<file path="src/rtl/cfg3w_pkg.sv">
package cfg3w_pkg;
   typedef enum logic [1:0] {
      SEQ_IDLE,
      SEQ_WAIT,
      SEQ_SHIFT,
      SEQ_FINISH
   } seq_state_t;
endpackage

</file>
<file path="src/rtl/cfg3w_tick_gen.sv">
module cfg3w_tick_gen #(
   parameter int HALF = 25
) (
   input  logic clk,
   input  logic rst_n,
   input  logic restart,
   output logic tick
);
   localparam int CW = (HALF > 1) ? $clog2(HALF) : 1;

   generate
      if (HALF < 1) begin : g_bad_half
         $error("cfg3w_tick_gen: HALF must be at least 1");
      end
      if (HALF == 1) begin : g_every
         logic unused_inputs;
         assign unused_inputs = ^{clk, rst_n, restart};
         assign tick = 1'b1;
      end else begin : g_count
         logic [CW-1:0] cnt;
         always_ff @(posedge clk) begin
            if (!rst_n || restart) cnt <= '0;
            else if (cnt == CW'(HALF - 1)) cnt <= '0;
            else cnt <= cnt + 1'b1;
         end
         assign tick = (cnt == CW'(HALF - 1));
      end
   endgenerate
endmodule

</file>
<file path="src/rtl/cfg3w_shifter.sv">
module cfg3w_shifter #(
   parameter int W = 8
) (
   input  logic         clk,
   input  logic         rst_n,
   input  logic         load,
   input  logic [W-1:0] load_val,
   input  logic         shift,
   output logic         bit_out
);
   logic [W-1:0] sr;

   generate
      if (W < 2) begin : g_bad_w
         $error("cfg3w_shifter: W must be at least 2");
      end
   endgenerate

   always_ff @(posedge clk) begin
      if (!rst_n) sr <= '0;
      else if (load) sr <= load_val;
      else if (shift) sr <= {1'b0, sr[W-1:1]};
   end

   assign bit_out = sr[0];
endmodule

</file>
<file path="src/rtl/cfg3w_writer.sv">
module cfg3w_writer #(
   parameter int SYS_CLK_HZ  = 50_000_000,
   parameter int SCL_MAX_HZ  = 1_000_000,
   parameter int BYTE_W      = 8,
   parameter int MAX_BYTES   = 4,
   parameter int GAP_PERIODS = 2
) (
   input  logic                          clk,
   input  logic                          rst_n,
   input  logic                          req_valid,
   input  logic [BYTE_W-1:0]             req_addr,
   input  logic [$clog2(MAX_BYTES+1)-1:0] req_count,
   input  logic [MAX_BYTES*BYTE_W-1:0]   req_data,
   output logic                          busy,
   output logic                          done,
   output logic                          ser_clk,
   output logic                          ser_data,
   output logic                          ser_mode
);
   import cfg3w_pkg::*;

   localparam int HALF      = (SYS_CLK_HZ + 2*SCL_MAX_HZ - 1) / (2*SCL_MAX_HZ);
   localparam int CNT_W     = $clog2(MAX_BYTES + 1);
   localparam int BIT_W     = $clog2(BYTE_W);
   localparam int GAP_TICKS = 2 * GAP_PERIODS;
   localparam int WAIT_W    = $clog2(GAP_TICKS + 1);

   generate
      if (SCL_MAX_HZ < 1 || SYS_CLK_HZ < 2*SCL_MAX_HZ) begin : g_bad_rate
         $error("cfg3w_writer: system clock must be at least twice the serial clock limit");
      end
      if (MAX_BYTES < 1) begin : g_bad_bytes
         $error("cfg3w_writer: MAX_BYTES must be at least 1");
      end
      if (GAP_PERIODS < 1) begin : g_bad_gap
         $error("cfg3w_writer: GAP_PERIODS must be at least 1");
      end
   endgenerate

   seq_state_t                  state;
   logic [WAIT_W-1:0]           wait_cnt;
   logic                        flip_pend;
   logic                        rise_next;
   logic [BIT_W-1:0]            bit_idx;
   logic [CNT_W-1:0]            byte_idx;
   logic [CNT_W-1:0]            count_r;
   logic [MAX_BYTES*BYTE_W-1:0] data_r;

   logic              tick;
   logic              accept;
   logic              byte_end;
   logic              sh_load;
   logic              sh_shift;
   logic              sh_bit;
   logic [BYTE_W-1:0] sh_val;
   logic [BYTE_W-1:0] next_byte;

   assign accept = (state == SEQ_IDLE) && req_valid &&
                   (req_count != '0) && (req_count <= CNT_W'(MAX_BYTES));

   assign byte_end = (state == SEQ_SHIFT) && tick && rise_next &&
                     (bit_idx == BIT_W'(BYTE_W - 1));

   always_comb begin
      next_byte = '0;
      for (int i = 0; i < MAX_BYTES; i++) begin
         if (int'(byte_idx) == i) next_byte = data_r[i*BYTE_W +: BYTE_W];
      end
   end

   assign sh_load  = accept || (byte_end && (byte_idx != count_r));
   assign sh_val   = accept ? req_addr : next_byte;
   assign sh_shift = (state == SEQ_SHIFT) && tick && rise_next;

   cfg3w_tick_gen #(.HALF(HALF)) u_tick (
      .clk     (clk),
      .rst_n   (rst_n),
      .restart (accept),
      .tick    (tick)
   );

   cfg3w_shifter #(.W(BYTE_W)) u_shift (
      .clk      (clk),
      .rst_n    (rst_n),
      .load     (sh_load),
      .load_val (sh_val),
      .shift    (sh_shift),
      .bit_out  (sh_bit)
   );

   always_ff @(posedge clk) begin
      if (!rst_n) begin
         state     <= SEQ_IDLE;
         wait_cnt  <= '0;
         flip_pend <= 1'b0;
         rise_next <= 1'b0;
         bit_idx   <= '0;
         byte_idx  <= '0;
         count_r   <= '0;
         data_r    <= '0;
         busy      <= 1'b0;
         done      <= 1'b0;
         ser_clk   <= 1'b1;
         ser_data  <= 1'b0;
         ser_mode  <= 1'b0;
      end else begin
         done <= 1'b0;
         case (state)
            SEQ_IDLE: begin
               if (accept) begin
                  count_r   <= req_count;
                  data_r    <= req_data;
                  byte_idx  <= '0;
                  busy      <= 1'b1;
                  ser_mode  <= 1'b0;
                  wait_cnt  <= WAIT_W'(1);
                  flip_pend <= 1'b0;
                  state     <= SEQ_WAIT;
               end
            end
            SEQ_WAIT: begin
               if (tick) begin
                  if (flip_pend && wait_cnt == WAIT_W'(GAP_PERIODS)) ser_mode <= 1'b1;
                  if (wait_cnt == '0) begin
                     ser_clk   <= 1'b0;
                     ser_data  <= sh_bit;
                     rise_next <= 1'b1;
                     bit_idx   <= '0;
                     state     <= SEQ_SHIFT;
                  end else begin
                     wait_cnt <= wait_cnt - 1'b1;
                  end
               end
            end
            SEQ_SHIFT: begin
               if (tick) begin
                  if (rise_next) begin
                     ser_clk   <= 1'b1;
                     rise_next <= 1'b0;
                     if (byte_end) begin
                        if (byte_idx == count_r) begin
                           state <= SEQ_FINISH;
                        end else begin
                           byte_idx  <= byte_idx + 1'b1;
                           flip_pend <= (byte_idx == '0);
                           wait_cnt  <= (byte_idx == '0) ? WAIT_W'(GAP_TICKS - 1) : WAIT_W'(1);
                           state     <= SEQ_WAIT;
                        end
                     end else begin
                        bit_idx <= bit_idx + 1'b1;
                     end
                  end else begin
                     ser_clk   <= 1'b0;
                     ser_data  <= sh_bit;
                     rise_next <= 1'b1;
                  end
               end
            end
            SEQ_FINISH: begin
               if (tick) begin
                  done     <= 1'b1;
                  busy     <= 1'b0;
                  ser_mode <= 1'b0;
                  state    <= SEQ_IDLE;
               end
            end
            default: state <= SEQ_IDLE;
         endcase
      end
   end

   // Idle line levels
   assert_idle_lines_R1: assert property (@(posedge clk) disable iff (!rst_n)
      !busy |-> (ser_clk && !ser_mode));

   // Only legal counts ever reach the sequencer
   assert_count_range_R4: assert property (@(posedge clk) disable iff (!rst_n)
      busy |-> (count_r != '0 && count_r <= CNT_W'(MAX_BYTES)));

   // Data moves only with the clock low
   assert_data_moves_low_R5: assert property (@(posedge clk) disable iff (!rst_n)
      !$stable(ser_data) |-> !ser_clk);

   // Mode changes only while the clock rests high
   assert_mode_in_gap_R7: assert property (@(posedge clk) disable iff (!rst_n)
      !$stable(ser_mode) |-> ser_clk);

   // Single-cycle done, busy already dropped
   assert_done_single_R9: assert property (@(posedge clk) disable iff (!rst_n)
      done |=> !done);
   assert_done_idle_R9: assert property (@(posedge clk) disable iff (!rst_n)
      done |-> (!busy && !ser_mode && ser_clk));

   // Requests during a transfer leave the latched request untouched
   assert_ignore_busy_R10: assert property (@(posedge clk) disable iff (!rst_n)
      (busy && req_valid) |=> ($stable(count_r) && $stable(data_r)));
endmodule

</file>
<file path="config.mk">
export PLATFORM = sky130hd
export DESIGN_NAME = cfg3w_writer
export DESIGN_NICKNAME = d
export VERILOG_FILES = /design/src/rtl/cfg3w_pkg.sv /design/src/rtl/cfg3w_tick_gen.sv /design/src/rtl/cfg3w_shifter.sv /design/src/rtl/cfg3w_writer.sv
export SDC_FILE = /design/constraint.sdc
export NUM_CORES = 1
export LEC_CHECK = 0
export BUFFER_PORTS_ARGS = -buffer_cell sky130_fd_sc_hd__buf_2
export CAP_MARGIN = 10
export CORE_AREA = 3 3 115 106
export CTS_CLUSTER_DIAMETER = 30
export DETAILED_ROUTE_END_ITERATION = 8
export DIE_AREA = 0 0 118 109
export GPL_TIMING_DRIVEN = 0
export PLACE_DENSITY = 0.51
export SYNTH_ARGS = -nofsm -noshare
export SYNTH_HDL_FRONTEND = slang
export SYNTH_SLANG_ARGS = --single-unit
</file>
<file path="constraint.sdc">
create_clock -name clk -period 2.5 [get_ports clk]
set_clock_uncertainty 0.15 [all_clocks]
set_input_delay 0.125 -clock clk [delete_from_list [all_inputs] [get_ports clk]]
set_output_delay 0.125 -clock clk [all_outputs]
set_load 0.02 [all_outputs]
</file>
* After elaboration in Yosys (flattened, before gate mapping) *
Cells that the tools add are included.

storage, ports and cells
  bits in registers = 66
  input port bits = 46
  output and inout bits = 5
  logic and storage cells = 141

cells by class
  add/subtract/negate cells = 4
  $lt $le $gt $ge = 1
  equality and inequality tests = 23
  multiplexer cells = 65
  reductions and logical operators = 33

operators by type and width
  operator             number
  $mux 8               7
  $mux 3               17
  $ne 2x2->1 const B   12
  $mux 1               22
  $mux 2               9
  $pmux 3 s2           2
  $reduce_and 6->1     2
  $pmux 1 s2           5
  $reduce_and 5->1     2
  $eq 3x3->1 const B   3
  $logic_not 3->1      3
  $pmux 3 s3           1
  $reduce_bool 3->1    3
  $logic_and 1x1->1    8
  $pmux 2 s4           1
  $reduce_and 8->1     1
  $reduce_bool 2->1    4
  $reduce_and 7->1     1
  $add 3x1->3 const B  2
  $eq 3x2->1 const B   2
  $add 5x1->5 const B  1
  $eq 5x5->1 const B   1
  $eq 2x2->1 const B   2
  $reduce_and 2->1     2
  12 further kinds     13

* Depth between registers and ports, before layout *
  word-level depth = 8
  gate-level depth with buffers = 9
  gate-level depth less buffers = 7

* By module *
Synthesis repeated with hierarchy kept, for this count alone.

unflattened totals
  cell total of the unflattened synthesis = 417
  area, all modules = 3354.5 um2

modules (own cells, without submodules)
  module          instances  cells an instance  area an instance (um2)  seq. area each (um2)
  cfg3w_writer    1          360                2722.6                  1061.0
  cfg3w_shifter   1          35                 419.2                   160.2
  cfg3w_tick_gen  1          22                 212.7                   100.1

* Worst setup path before layout *
OpenSTA, ideal clock, no wires.

  kind = reg2reg
  start = register byte_idx[0]
  end = register u_shift.sr[0]
  library setup time = 0.119 ns
  arrival time = 1.876 ns
  data required time = 2.231 ns
  slack = 0.356 ns
  stages on the path, launching flop included = 10
  path buffers = 2
  period minus slack after synthesis = 2.144 ns
  cell sequence = dfxtp_1 -> ha_1 -> ha_1 -> clkbuf_1 -> or2_1 -> clkbuf_1 -> a21oi_1 -> a221oi_1 -> nor3_1 -> o221a_1

on the way
  word-level cells in the longest chain between the ends = 7
  elaborated cells between the ends (all ways) = 14
  classes of those cells = eq/ne: 4; mux: 6; reduce/logical: 4

RTL lines
  item                    line                 RTL
  from (decl)             cfg3w_writer.sv:45   logic [CNT_W-1:0] byte_idx;
  from (signal assigned)  cfg3w_writer.sv:144  byte_idx <= byte_idx + 1'b1;
  $logic_not 3->1         cfg3w_writer.sv:67   if (int'(byte_idx) == i) next_byte = data_r[i*BYTE_W +: BYTE_W];
  $mux 8 (4 in a row)     cfg3w_writer.sv:67
  $mux 8                  cfg3w_writer.sv:72   assign sh_val = accept ? req_addr : next_byte;
  $mux 8                  cfg3w_shifter.sv:21  else if (load) sr <= load_val;
  to (signal assigned)    cfg3w_shifter.sv:21
  to (signal assigned)    cfg3w_shifter.sv:22  else if (shift) sr <= {1'b0, sr[W-1:1]};
  to (decl)               cfg3w_shifter.sv:11  logic [W-1:0] sr;

Parallel ways exist; a longest one is shown, timed or not.
A chain may end at the register's enable or synchronous reset.

* Final worst setup path *
  start = register byte_idx[0]
  end = register u_shift.sr[5]

Same word-level chain as after synthesis.

==> qor.yml <==
grt:
  grt_usage: 0.149
  grt_pass1_wl_um: 15400
  grt_overflow: 0
  grt_start_max_net_pins: 11
  antenna_found_initial: 0
  grt_pass1_vias: 3065
synthesis:
  async_flop_share: 0
  ys.flop_type: "dfxtp_1"
  netlist_area_um2: 3280
  synth_nets: 485
  seq_area_frac_synth: 0.403
  synth.distinct_cells: 54
  syn_inst: 422
  synth_edf_count: 0
  yosys_warnings: 0
  synth_area_per_cell_um2: 7.78
  yosys_register_bits: 66
pwr:
  pwr_density_cell_nw_per_um2: 741
  ir_worst_vdd_mv: 0.299
  p_seq_frac: 0.388
  clkPwrFrac: 0.344
  intPower_uw: 2170
  swShare: 0.324
  p_switching_uw: 1040
  combPwrFrac: 0.269
  power.leakage_uw: 0.00167
final_layout:
  fin_area_um2: 4340
  multi_input_area_um2: 1770
  synthToLayoutAreaGrowth_pct: 32.1
  diodes: 0
  regArea_um2: 1320
  drive_gt1_frac: 0.150
  fill_cells: 1140
  fin_nets: 580
cts:
  cts_tree: "yes"
  cts_made_buffers: 9
  postCtsSetupBuffers: 0
  insertion_delay_ns: 0.32
  clkSinkCount: 66
  htreeDepth: 3
  root_buffer: "clkbuf_16"
  cts.path.max_buffers: 2
  path_clk_slew_ns: 0.05
floorplanning:
  num_rows: 36
  fp.dieArea_um2: 12900
  initial_core_util: 0.300
  core-area_um2: 10900
  io_pins: 51
  die_h_um: 109
  die_w_um: 118
sta:
  finalCriticalPeriod_ns: 2.34
  setup_violations: 0
  setup_tns_ns: 0
  maxClockFrequency_mhz: 428
  hold_viol: 0
  rsz0062_at_grt: "no"
  slew_headroom: 0.560
  setup_ws_ns: 0.163
  tightest_slew_ns: 0.660
  period_share: 0.935
  slew_violations: 0
detailed_routing:
  wirelength_um: 9280
  drt-initial-drc-count: 188
  route.vias.total: 3228
  wire_per_inst_um: 13.8
  first_pass_iters: 4
  drc: 0
  drtAntennaViolNets: 0
  viasPerCell: 4.80
setup_path:
  crit_path_start: "byte_idx[0]"
  reg2regPathDepth: 8
  worst_setup_path_start_kind: "register"
  required_ns: 2.60
  r2r_slack_ns: 0.16
  critPathCapture: "u_shift.sr[5]"
  crit_arrival_ns: 2.44
  crit_fanout: 10
  end_kind: "register"
  r2r_start: "byte_idx[0]"
  critPathKind: "register to register"
  reg2reg_to: "u_shift.sr[5]"
place:
  hpwl_um: 6790
  place_ws_ns: -0.0166
  dpl_cell_area_um2: 3720
  portBuffers: 50
  gp_congestion: 0.826
status:
  outcome: "complete, no violations"
flow_run:
  cap_viol_max_count: 0
worst_hold_path:
  hold_class: "input port to register"
==> synth_stat cells, drive strengths merged, types with 2 or more instances <==
library cell | instances | area, um^2
a2111o | 2 | 22.5
a211o | 2 | 17.5
a211oi | 4 | 30.0
a21oi | 74 | 374
a221oi | 7 | 61.3
a22oi | 2 | 15.0
a311oi | 2 | 17.5
a31oi | 2 | 12.5
and2 | 2 | 12.5
buf | 12 | 53.8
clkbuf | 13 | 48.8
dfxtp | 66 | 1320
ha | 17 | 213
inv | 22 | 82.6
nand2 | 89 | 334
nand2b | 3 | 18.8
nand3 | 7 | 35.0
nand3b | 3 | 22.5
nand4 | 4 | 25.0
nor2 | 23 | 88.8
nor3 | 5 | 25.0
o21ai | 21 | 105
o22ai | 2 | 12.5
o31ai | 2 | 15.0
o32ai | 2 | 17.5
or3 | 8 | 50.1
xor2 | 5 | 66.3
==> cell families (layout without fill, tap and decap cells) <==
kind of cell    count (synthesis)  in the layout  share of synthesized area
flops                          66             66                      0.403
fa+ha+maj                      17             17                     0.0648
compound gates                131            131                      0.237
buf+inv                        48            147                     0.0576
mux                             1              1                    0.00305
simple gates                  153            153                      0.212
xor+xnor                        6              6                     0.0229
==> layout make-up <==
cell class	instances	area share
Clock inverter	3	0.00404
Inverter	23	0.0199
Clock buffer	12	0.0545
Buffer	23	0.0234
Timing Repair Buffer	86	0.141
Sequential cell	66	0.305
Tap cell	152	0.0439
Multi-Input combinational cell	308	0.409
==> critical path: stages (launching register included) <==
cell	delay, ns
dfxtp_1	0.38
inv_1	0.13
ha_1	0.15
clkbuf_1	0.37
nand2_1	0.10
o21ai_0	0.32
a221oi_1	0.14
or3_1	0.39
a21oi_1	0.14
==> what timing repair did <==
| item | CTS | global route |
|---|---|---|
| endpoints found under the hold margin | 36 | 0 |
| endpoints found under the setup margin | 1 | 25 |
| hold buffers | 36 | 0 |
| gates resized for setup | 0 | 7 |
==> cell usage in the layout (no fill, tap or decap), types with 2 or more instances in the layout <==
| cell | instances |
|---|---|
| xor2_1 | 2 |
| nand3_1 | 7 |
| dfxtp_1 | 66 |
| a2111o_1 | 2 |
| clkbuf_2 | 5 |
| a22oi_1 | 2 |
| o32ai_1 | 2 |
| a311oi_1 | 2 |
| a221oi_1 | 7 |
| clkinv_2 | 2 |
| a211oi_1 | 4 |
| a211o_1 | 2 |
| buf_2 | 54 |
| buf_1 | 4 |
| clkbuf_16 | 9 |
| nand3b_1 | 3 |
| nand2b_1 | 3 |
| ha_1 | 17 |
| inv_1 | 22 |
| o21ai_0 | 20 |
| o22ai_1 | 2 |
| or3_1 | 8 |
| a21oi_1 | 73 |
| nand4_1 | 4 |
| a31oi_1 | 2 |
| and2_1 | 2 |
| nand2_1 | 89 |
| xor2_2 | 3 |
| nor2_1 | 22 |
| nor3_1 | 5 |
| o31ai_1 | 2 |
| clkbuf_1 | 12 |
| dlygate4sd3_1 | 36 |
==> worst min path at each step <==
stage | cells past startpoint | endpoint | slack [ns] | start
after floorplan | 2 | data_r[0] | 0.11 | req_data[0]
after global placement | 3 | data_r[17] | 0.22 | req_data[17]
after detailed placement | 3 | data_r[1] | 0.22 | req_data[1]
after CTS | 3 | flip_pend | 0.001 | rst_n
after global routing | 3 | flip_pend | 0.03 | rst_n
final | 3 | flip_pend | 0.01 | rst_n
==> sequential cells by signal, indices dropped and copies added, names as in the netlist <==
name and cells:
busy 1, done 1, rise_next 1, u_tick.g_count.cnt 5
ser_mode 1, u_shift.sr 8, flip_pend 1, data_r 32
state 2, wait_cnt 3, ser_data 1, count_r 3
ser_clk 1, byte_idx 3, bit_idx 3
==> through the flow <==
stage,hold slack [ns],total power [uW],util,std cells
after global placement,0.217,2060,0.340,624
after detailed placement,0.220,2070,0.340,624
final,0.0106,3210,0.396,673
after CTS,0.00124,3230,0.396,674
after floorplan,0.111,1830,-,422
after global routing,0.0287,3400,0.396,673
==> power groups by stage <==
| stage | clock [uW] | sequential, uW | combinational [uW] |
|---|---|---|---|
| floorplan | 0 | 1250 | 580 |
| global placement | 0 | 1260 | 797 |
| detailed placement | 0 | 1270 | 807 |
| CTS | 1130 | 1240 | 854 |
| global route | 1170 | 1260 | 975 |
| finish | 1100 | 1240 | 863 |
==> metal layers <==
layer / routed length, um / vias up / global-route usage
met2: 4090 / 63 / 0.231
met3: 316 / 6 / 0.0244
met4: 70 / 0 / 0.0502
li1: - / 1654 / -
met1: 4810 / 1505 / 0.211
met5: 0 / - / 0
Power figures use the tool's default switching activity.
